===== config.mk =====
export PLATFORM = sky130hd
export DESIGN_NAME = icnt_trigger
export DESIGN_NICKNAME = d
export VERILOG_FILES = /design/src/rtl/icnt_pkg.sv /design/src/rtl/icnt_cfg_filter.sv /design/src/rtl/icnt_priv_match.sv /design/src/rtl/icnt_counter.sv /design/src/rtl/icnt_trigger.sv
export SDC_FILE = /design/constraint.sdc
export NUM_CORES = 1
export LEC_CHECK = 0
export BUFFER_PORTS_ARGS = -buffer_cell sky130_fd_sc_hd__buf_2
export CAP_MARGIN = 5
export CORE_UTILIZATION = 50
export DETAILED_ROUTE_END_ITERATION = 10
export GPL_ROUTABILITY_DRIVEN = 1
export PLACE_DENSITY_LB_ADDON = 0.08
export SLEW_MARGIN = 20
export SYNTH_ARGS = -nofsm -noshare
export SYNTH_HDL_FRONTEND = slang
export SYNTH_HIERARCHICAL = 1
export SYNTH_SLANG_ARGS = --single-unit

===== constraint.sdc =====
create_clock -name clk -period 2.1 [get_ports clk]
set_input_delay 0.42 -clock clk [delete_from_list [all_inputs] [get_ports clk]]
set_output_delay 0.42 -clock clk [all_outputs]
set_load 0.05 [all_outputs]

===== src/rtl/icnt_pkg.sv =====
package icnt_pkg;
  localparam int unsigned TYPE_W  = 4;
  localparam logic [TYPE_W-1:0] TYPE_ICOUNT = 4'd3;
  localparam int unsigned CNT_W   = 14;
  localparam int unsigned CNT_LSB = 10;
  localparam int unsigned EN_U    = 6;
  localparam int unsigned EN_S    = 7;
  localparam int unsigned EN_M    = 9;
  localparam int unsigned EN_VU   = 25;
  localparam int unsigned EN_VS   = 26;

  typedef enum logic [1:0] {
    PRIV_U   = 2'd0,
    PRIV_S   = 2'd1,
    PRIV_RSV = 2'd2,
    PRIV_M   = 2'd3
  } priv_e;
endpackage


===== src/rtl/icnt_cfg_filter.sv =====
module icnt_cfg_filter
  import icnt_pkg::*;
#(
  parameter int unsigned XLEN = 32
) (
  input  logic [XLEN-1:0] raw,
  output logic [XLEN-1:0] kept
);
  localparam int unsigned TYPE_LSB = XLEN - TYPE_W;

  always_comb begin
    kept = '0;
    kept[TYPE_LSB +: TYPE_W] = raw[TYPE_LSB +: TYPE_W];
    kept[CNT_LSB +: CNT_W]   = raw[CNT_LSB +: CNT_W];
    kept[EN_VS] = raw[EN_VS];
    kept[EN_VU] = raw[EN_VU];
    kept[EN_M]  = raw[EN_M];
    kept[EN_S]  = raw[EN_S];
    kept[EN_U]  = raw[EN_U];
  end
endmodule


===== src/rtl/icnt_priv_match.sv =====
module icnt_priv_match
  import icnt_pkg::*;
#(
  parameter int unsigned XLEN = 32
) (
  input  logic [XLEN-1:0] ctrl,
  input  logic [1:0]      priv,
  input  logic            virt,
  output logic            en
);
  priv_e lvl;

  always_comb begin
    lvl = priv_e'(priv);
    en  = 1'b0;
    if (virt) begin
      case (lvl)
        PRIV_U:  en = ctrl[EN_VU];
        PRIV_S:  en = ctrl[EN_VS];
        default: en = 1'b0;
      endcase
    end else begin
      case (lvl)
        PRIV_U:  en = ctrl[EN_U];
        PRIV_S:  en = ctrl[EN_S];
        PRIV_M:  en = ctrl[EN_M];
        default: en = 1'b0;
      endcase
    end
  end
endmodule


===== src/rtl/icnt_counter.sv =====
module icnt_counter
  import icnt_pkg::*;
#(
  parameter int unsigned XLEN = 32
) (
  input  logic            clk,
  input  logic            rst_n,
  input  logic            ld,
  input  logic [XLEN-1:0] ld_val,
  input  logic            retire,
  input  logic            en,
  output logic [XLEN-1:0] ctrl_q,
  output logic            bp_q
);
  localparam int unsigned TYPE_LSB = XLEN - TYPE_W;

  logic [CNT_W-1:0] cnt;
  logic             active;
  logic             step;
  logic             last;

  assign cnt    = ctrl_q[CNT_LSB +: CNT_W];
  assign active = (ctrl_q[TYPE_LSB +: TYPE_W] == TYPE_ICOUNT) && (cnt != '0);
  assign step   = retire && en && active && !ld;
  assign last   = (cnt == CNT_W'(1));

  always_ff @(posedge clk or negedge rst_n) begin
    if (!rst_n) begin
      ctrl_q <= '0;
      bp_q   <= 1'b0;
    end else begin
      bp_q <= step && last;
      if (ld) begin
        ctrl_q <= ld_val;
      end else if (step) begin
        ctrl_q[CNT_LSB +: CNT_W] <= cnt - CNT_W'(1);
      end
    end
  end
endmodule


===== src/rtl/icnt_trigger.sv =====
module icnt_trigger
  import icnt_pkg::*;
#(
  parameter int unsigned XLEN = 32
) (
  input  logic            clk,
  input  logic            rst_n,
  input  logic            retire,
  input  logic [1:0]      priv,
  input  logic            virt,
  input  logic            cfg_wr,
  input  logic [XLEN-1:0] cfg_wdata,
  output logic [XLEN-1:0] cfg_rdata,
  output logic            bp_req
);
  logic [XLEN-1:0] wr_kept;
  logic [XLEN-1:0] ctrl;
  logic            priv_en;

  icnt_cfg_filter #(.XLEN(XLEN)) u_filter (
    .raw  (cfg_wdata),
    .kept (wr_kept)
  );

  icnt_priv_match #(.XLEN(XLEN)) u_match (
    .ctrl (ctrl),
    .priv (priv),
    .virt (virt),
    .en   (priv_en)
  );

  icnt_counter #(.XLEN(XLEN)) u_cnt (
    .clk    (clk),
    .rst_n  (rst_n),
    .ld     (cfg_wr),
    .ld_val (wr_kept),
    .retire (retire),
    .en     (priv_en),
    .ctrl_q (ctrl),
    .bp_q   (bp_req)
  );

  assign cfg_rdata = ctrl;
endmodule


== After elaboration in Yosys (flattened, before gate mapping) ==
Cells that the tools add are included.

* Bits in registers: 24
* Bits of input ports: 39
* Output and inout bits: 33

* $add $sub $neg: 1
* Equal/unequal tests: 4
* Multiplexer cells: 5
* Reduce and logical (&&, ||, !) cells: 9

{| class="wikitable"
|+ Operators with widths
! cell !! count
|-
| $mux 14 || 2
|-
| $eq 14x1->1 const B || 1
|-
| $reduce_bool 14->1 || 1
|-
| $sub 14x1->14 const B || 1
|-
| $logic_and 1x1->1 || 5
|-
| $eq 4x2->1 const B || 1
|-
| $pmux 1 s3 || 1
|-
| $eq 2x1->1 const B || 1
|-
| $eq 2x2->1 const B || 1
|-
| $logic_not 2->1 || 1
|-
| $pmux 1 s2 || 1
|-
| $reduce_bool 2->1 || 1
|-
| $logic_not 1->1 || 1
|-
| $mux 1 || 1
|}

== Longest topological paths before layout ==
Gate-level depths: netlist of run 1.

* Depth in word-level cells: 8
* Mapped depth: 8
* Gate-level depth less buffers: 7

== Hierarchy ==
The synthesis of run 1 kept the hierarchy.

{| class="wikitable"
|+ By module, submodules not included
! module !! times used !! cells each !! area an instance (um^2)
|-
| icnt_counter || 1 || 154 || 1687.9
|-
| icnt_cfg_filter || 1 || 33 || 244.0
|-
| icnt_priv_match || 1 || 6 || 45.0
|}

== Worst setup path before layout of run 1 ==
No wires, ideal clock.

* Kind: reg-to-reg
* Start point: register u_cnt.ctrl_q[10]
* End point: register u_cnt.ctrl_q[19]
* Library setup time: 0.082 ns
* Arrival: 2.183 ns
* Data required time: 2.018 ns
* Slack: -0.165 ns
* Cell stages (with the launch flop): 8
* Path buffers: 1
* Clock period less this slack: 2.265 ns
* Cell sequence: dfrtp_1 > inv_1 > ha_1 > nor3b_2 > and4_1 > buf_6 > or4_1 > a31oi_1

* Longest elaborated chain between the ends: 5

{| class="wikitable"
|+ Ends and longest elaborated chain
! item !! line !! RTL
|-
| start: declaration || icnt_counter.sv:12 || <nowiki>output logic [XLEN-1:0] ctrl_q,</nowiki>
|-
| start signal: assignment || icnt_counter.sv:34 || <nowiki>ctrl_q <= ld_val;</nowiki>
|-
| start signal: indexed assignment || icnt_counter.sv:36 || <nowiki>ctrl_q[CNT_LSB +: CNT_W] <= cnt - CNT_W'(1);</nowiki>
|-
| parallel branches: the longest is 5 deep, another holds $sub 14x1->14 || -- ||
|}

Several ways; the timed one is not identified. The select of a mux whose other input is x is not followed.
A chain may end at the register's enable or synchronous reset.

== Worst setup path in the final report of run 1 ==
* Start point: register u_cnt.ctrl_q[11]
* End point: register u_cnt.ctrl_q[10]

* Longest elaborated chain between the ends: 5

{| class="wikitable"
|+ Ends and longest elaborated chain
! item !! line !! RTL
|-
| $reduce_bool 14->1 || icnt_counter.sv:23 || <nowiki>assign active = (ctrl_q[TYPE_LSB +: TYPE_W] == TYPE_ICOUNT) && (cnt != '0);</nowiki>
|-
| $logic_and 1x1->1 || icnt_counter.sv:23 ||
|-
| $logic_and 1x1->1 (2 in a row) || icnt_counter.sv:24 || <nowiki>assign step = retire && en && active && !ld;</nowiki>
|-
| $reduce_bool 2->1 (no source line) || -- ||
|}

Every way passes these cells.

==> reports/qor.yml, run 1 <==
ys.flop_type: "dfrtp_1"
async_flop_share_pct: 100
rsz0062_at_grt: "no"
clockRootBuffer: "clkbuf_8"
vias: 1583
slew_viol_final: 0
cp-endpoint: "u_cnt/ctrl_q[10]"
synth_top_area_share_pct: 41.8
finalCritPeriodShare_pct: 94.5
arrival_ps: 2200
run_status: "complete, no violations"
cts_buffer_depth: 2
crit_path_end_kind: "flop"
post-place-cells: 288
top_layer: "met4"
max_freq_mhz: 504
htree_levels: 2
drcViolationCount: 0
hp-class: "in2async"
die_h_um: 64.9
grt_pass1_vias: 1549
fin_crit_ps: 1990
path_max_fanout: 8
start_util_pct: 53.2
antenna_cells: 0
crit_chain: "inv_1 > ha_1 > nor3b_4 > nand4_1 > buf_4 > a211oi_1 > a211o_1"
ctsHoldBuffers: 0
grt_max_degree: 34
reg2reg_slack_ps: 110
slowest_delay_ps: 400
cts_tree: "built"
finalClockSkew_ps: 6.57
wl_per_cell_um: 14.9
p_leak_nw: 1.12
synth_area_leader_cell: "dfrtp_1"
maxCapViolations: 0
nets: 289
grtUsageTotal_pct: 23.2
ios: 72
avgSynthCellArea_um2: 10.2
drive_gt1_share_pct: 48.6
p_per_area_mw_per_mm2: 795
netlist_area_mm2: 0.00198
instances_no_fill: 297
synth-seq-cells: 33
die_area_mm2: 0.00421
grt.overflow.total: 0
reg2reg_to: "u_cnt/ctrl_q[10]"
final-setup-viol-count: 0
critPathRequiredTime_ps: 2320
slowest_stage: "dfrtp_2"
dr.pass1.iters: 4
netlist_instances: 193
numCtsBuffers: 5
worst_pin_slew_ps: 730
wl_met1_um: 1850
core-area_mm2: 0.00372
die_w_um: 64.9
viasPerCell: 5.33
drtAntennaViolNets: 0
hold_viol_final: 0
ys_top_cells_by_area: "dfrtp_1 42%, buf_4 12%, mux2_2 10%"
critPathLaunch: "u_cnt/ctrl_q[11]"
io_buffers: 62
final_util_pct: 63.9
yosysUniqueCellTypes: 46
areaGrowthSynthToFinish_pct: 20.1
gp_congestion: 0.849
std_cell_rows: 22
wl_met3_um: 242
crit_type: "reg2reg"
ys_warn_count: 6
yosysMostFrequentCell: "dfrtp_1"
cts.sinks: 33
wirelength_um: 4430
finalSetupTns_ps: 0
relSlewSlack_pct: 51.3
synth_edf_count: 0
grt_pass1_wl_um: 7250
hpwl_um: 3300
clock_latency_ps: 280
drt-initial-drc-count: 60
ys_seq_area_share_pct: 41.8
r2r_start: "u_cnt/ctrl_q[11]"
reg2reg_depth: 7
antenna_found_initial: 0
wl_met2_um: 2250
ys_top_cells_by_count: "33 x dfrtp_1, 32 x buf_4, 18 x mux2_2"
peakVddDrop_mv: 0.445
worstSetupStartpointType: "flop"
clk_pin_slew_worst_paths_ps: 70
hold-worst-slack_ps: 193
==> how the worst min path moves through the flow <==
stage                           from               end  cells after the start
finish                         rst_n   u_cnt/ctrl_q[9]                      1
global placement    u_cnt/ctrl_q[24]  u_cnt/ctrl_q[24]                      1
global route                   rst_n   u_cnt/ctrl_q[9]                      1
CTS                            rst_n   u_cnt/ctrl_q[9]                      1
detailed placement  u_cnt/ctrl_q[24]  u_cnt/ctrl_q[24]                      1
floorplan                      rst_n        u_cnt/bp_q                      0
==> cell type report <==
class | instances | area (µm²)
Timing Repair Buffer | 79 | 438
Inverter | 4 | 15.0
Fill cell | 323 | 1340
Sequential cell | 33 | 833
Clock buffer | 7 | 86.3
Tap cell | 48 | 60.1
Clock inverter | 1 | 30.0
Multi-Input combinational cell | 125 | 911
==> where the power goes <==
group	leakage (nW)	switching, mW	internal [mW]
registers	0.380	0.0577	0.699
logic	0.682	0.356	0.160
clock network	0.0585	0.227	0.387
==> cell families (layout without fill, tap and decap cells) <==
family	after synthesis	after routing	synth area share [%]
other cells	1	9	0.190
simple gates	62	62	19.9
fa+ha+maj	2	2	1.27
compound gates	31	31	10.5
flops	33	33	41.8
buf+inv	43	91	14.6
mux	21	21	11.8
==> layout by cell type (no fill, tap or decap), types with 4 or more instances in the layout <==
cell,instances
a21oi_1,4
a31oi_1,9
and4_1,4
buf_2,62
buf_4,17
clkbuf_8,6
conb_1,9
dfrtp_1,27
dfrtp_2,6
mux2_2,18
nand2_1,5
nand3_1,4
nor2_1,15
nor3_1,6
o21ai_1,4
==> worst max-delay path: cells and delay by family (launching register included) <==
family                     cells  cell delay (ps)
and+or+nand+nor                2              570
DFF                            1              400
AOI/OAI and AO/OA              2              400
buffers and inverters          2              360
adders and majority gates      1              200
==> state kept, by name, summed over array words and instances (netlist names) <==
| name | flops |
|---|---|
| u_cnt/ctrl_q | 32 |
| u_cnt/bp_q | 1 |
==> layer usage <==
metal  global-route usage [%]  vias up
li1                         -      770
met1                     27.5      761
met2                     40.5       44
met3                     5.81        8
met4                     7.78        0
met5                        0        -
==> repair_timing <==
action / 4_1_cts / 5_1_grt
gates resized for setup: 0 / 4
endpoints found under the setup margin: 0 / 4
setup buffers: 0 / 1
hold endpoints to repair: 0 / 0
==> stage by stage <==
step / power (mW) / worst slack, ps / area (µm²)
2_1_floorplan: 1.16 / 17.3 / 2010
3_3_place_gp: 1.26 / -24.2 / 2230
3_5_place_dp: 1.28 / -91.3 / 2230
4_1_cts: 1.90 / 108 / 2350
5_1_grt: 1.97 / 8.14 / 2370
6_report: 1.89 / 114 / 2370
Power figures use the tool's default switching activity.
==> run 2, diff against run 1 <==
- ABC_AREA: unset -> 1
- CORE_UTILIZATION: 50 -> 51
- clock period: 2.1 -> 2.04 ns (I/O delays scaled with it)
==> run 2 against run 1 <==
  * Die area is 3.1% higher
  * Critical path depth is 3 higher
  * Total power is 9.0% higher
  * Combinational power is 27% higher
  * Fmax is 18% higher
  * Count of clock-buffer cells in the layout is 2 lower
  * Wire length is 5.1% lower
  * Synthesized cell count is 50% higher
  * Final cell count is 27% higher
  * Area after synthesis is 5.3% higher
  * Setup slack better by 240 ps
  * Critical path type unchanged
  * Critical endpoint is now u_cnt/ctrl_q[14]
  * Highest routed layer unchanged
==> reports/qor.yml, run 2 <==
run_status: "complete, no violations"
pwr-share-clk_pct: 29.1
ys.flop_type: "dfrtp_1"
postCtsSetupBuffers: 0
wl_per_cell_um: 11.1
critPathRequiredTime_ps: 2270
reg2reg_to: "u_cnt/ctrl_q[14]"
cts_resized: 0
dr.pass1.iters: 4
gp_congestion: 0.824
synth_top_family_by_area: "simple AND/OR/NAND/NOR gates"
drt-initial-drc-count: 89
largest_register_ffs: 32
grt.overflow.total: 0
nets: 371
yosys.area_share.simple_pct: 37.9
die_w_um: 65.9
finalClockSkew_ps: 7.45
hold_viol_final: 0
grt_pass1_wl_um: 7240
htree_levels: 2
synth_edf_count: 0
p_int_mw: 1.26
areaGrowthSynthToFinish_pct: 12.1
clk_pin_slew_worst_paths_ps: 70
relSlewSlack_pct: 50.2
crit_chain: "inv_1 > ha_1 > nand2_4 > nor2_4 > nand2_2 > nand2_4 > nand2_4 > inv_2 > nand2_1 > nand2_1"
die_area_mm2: 0.00434
core-area_mm2: 0.00380
p_leak_nw: 1.33
drcViolationCount: 0
final_cell_mix: "125 x nand2_1, 62 x buf_2, 33 x dfrtp_1"
antenna_found_initial: 0
power_frac_comb_pct: 32.1
cts_tree: "built"
slew_viol_final: 0
hpwl_um: 2970
crit_type: "reg2reg"
synth-seq-cells: 33
vias: 1776
ys_seq_area_share_pct: 39.7
numCtsBuffers: 5
synthAdderAreaFrac_pct: 1.20
top_regs: "u_cnt/ctrl_q (32), u_cnt/bp_q (1)"
reg2reg_slack_ps: 360
yosysUniqueCellTypes: 24
rsz0062_at_grt: "no"
hp-class: "in2async"
netlist_area_mm2: 0.00208
grt_pass1_vias: 1654
ys_top_cells_by_area: "dfrtp_1 40%, nand2_1 23%, buf_4 12%"
sw_frac_of_total_pct: 38.9
cts_buffer_depth: 2
synth-xor-area-share_pct: 1.68
netlist_instances: 289
drive_gt1_share_pct: 26.4
worst_pin_slew_ps: 746
synth_compound_area_share_pct: 3.31
fillers: 384
finalSetupTns_ps: 0
final_common_cell: "nand2_1"
slowest_delay_ps: 400
wirelength_um: 4210
ctsHoldBuffers: 0
maxCapViolations: 0
r2r_start: "u_cnt/ctrl_q[10]"
cpMostUsedCell: "nand2_4"
crit_path_end_kind: "flop"
ios: 72
avgSynthCellArea_um2: 7.20
die_h_um: 65.9
finalCritPeriodShare_pct: 82.4
start_util_pct: 54.8
async_flop_share_pct: 100
power_frac_seq_pct: 38.9
viasPerCell: 4.70
ys_warn_count: 6
path_max_fanout: 12
slowest_stage: "dfrtp_1"
cts.sinks: 33
fin_total_pwr_mw: 2.06
worstSetupStartpointType: "flop"
ys_top_cells_by_count: "125 x nand2_1, 33 x dfrtp_1, 32 x buf_4"
clock_latency_ps: 290
grt_max_degree: 41
yosysMostFrequentCell: "nand2_1"
antenna_cells: 0
fin_crit_ps: 1680
top_register: "u_cnt/ctrl_q"
max_freq_mhz: 595
drtAntennaViolNets: 0
grtUsageTotal_pct: 22.7
final-setup-viol-count: 0
arrival_ps: 1910
std_cell_rows: 22
clockRootBuffer: "clkbuf_8"
synthMuxAreaShare_pct: 0
p_sw_mw: 0.799
p_per_area_mw_per_mm2: 881
peakVddDrop_mv: 0.434
reg2reg_depth: 10
io_buffers: 62
synth_top_area_share_pct: 39.7
synth_area_leader_cell: "dfrtp_1"
[run 2: changes by cell type after synthesis, sizes merged, moves of 4 or more]
cell   before  now
and4        5    0
o21ai       6   10
nor2       15   20
nor3        6    2
a21oi       4    0
mux2       18    0
nand2       5  132
a31oi       9    0
nand3       4   23
inv         4   15
[run 2: routing by layer]
metal | part of all wire (%) | global-route usage [%] | wire length (µm)
met3 | 4.5 | 5.52 | 188
met1 | 46 | 26.1 | 1950
met5 | 0 | 0 | 0
met4 | 2.0 | 11.4 | 85
met2 | 47 | 38.8 | 1990
[run 2: worst max-delay path by stage]
| stage | from | endpoint | slack [ps] |
|---|---|---|---|
| after CTS | u_cnt/ctrl_q[10] | u_cnt/ctrl_q[13] | 350 |
| after global routing | u_cnt/ctrl_q[9] | u_cnt/ctrl_q[21] | 180 |
| after global placement | priv[1] | u_cnt/ctrl_q[19] | 210 |
| final | u_cnt/ctrl_q[10] | u_cnt/ctrl_q[14] | 360 |
| after floorplan | u_cnt/ctrl_q[10] | u_cnt/ctrl_q[17] | 150 |
| after detailed placement | priv[1] | u_cnt/ctrl_q[22] | 180 |
[run 2: final cells by class]
type | instances | area [µm²] | share of cell area, %
multi-input combinational | 209 | 951 | 40.8
sequential | 33 | 826 | 35.4
timing repair buffer | 65 | 333 | 14.3
clock buffer | 5 | 68.8 | 2.95
inverter | 16 | 60.1 | 2.57
tap | 48 | 60.1 | 2.57
clock inverter | 2 | 35.0 | 1.50
[run 2: metrics by stage]
step / utilization [%] / cell area, µm² / instances / hold WS [ps] / setup slack (ps)
6_report: 61.4 / 2330 / 378 / 174 / 358
5_1_grt: 61.4 / 2330 / 378 / 232 / 176
4_1_cts: 61.4 / 2330 / 378 / 211 / 347
3_5_place_dp: 58.7 / 2230 / 371 / 455 / 183
3_3_place_gp: 58.7 / 2230 / 371 / 452 / 213
2_1_floorplan: - / 2110 / 297 / 112 / 147
[run 2: cell families after synthesis]
| kind of cell | Yosys count |
|---|---|
| simple gates | 183 |
| buf+inv | 55 |
| flops | 33 |
| compound gates | 11 |
| xor+xnor | 4 |
| fa+ha+maj | 2 |
| other cells | 1 |
[run 2: power groups by stage]
stage	clock [mW]	sequential (mW)	combinational, mW
global placement	0	0.810	0.656
finish	0.598	0.800	0.659
floorplan	0	1.04	0.297
detailed placement	0	0.811	0.663
global route	0.645	0.814	0.723
CTS	0.611	0.800	0.664
[run 2: worst max-delay path: cells and delay by family (launching register included)]
kind          cells  cell delay, ps
simple gates      7             690
fa+ha+maj         1             240
buf+inv           2             280
flops             1             400
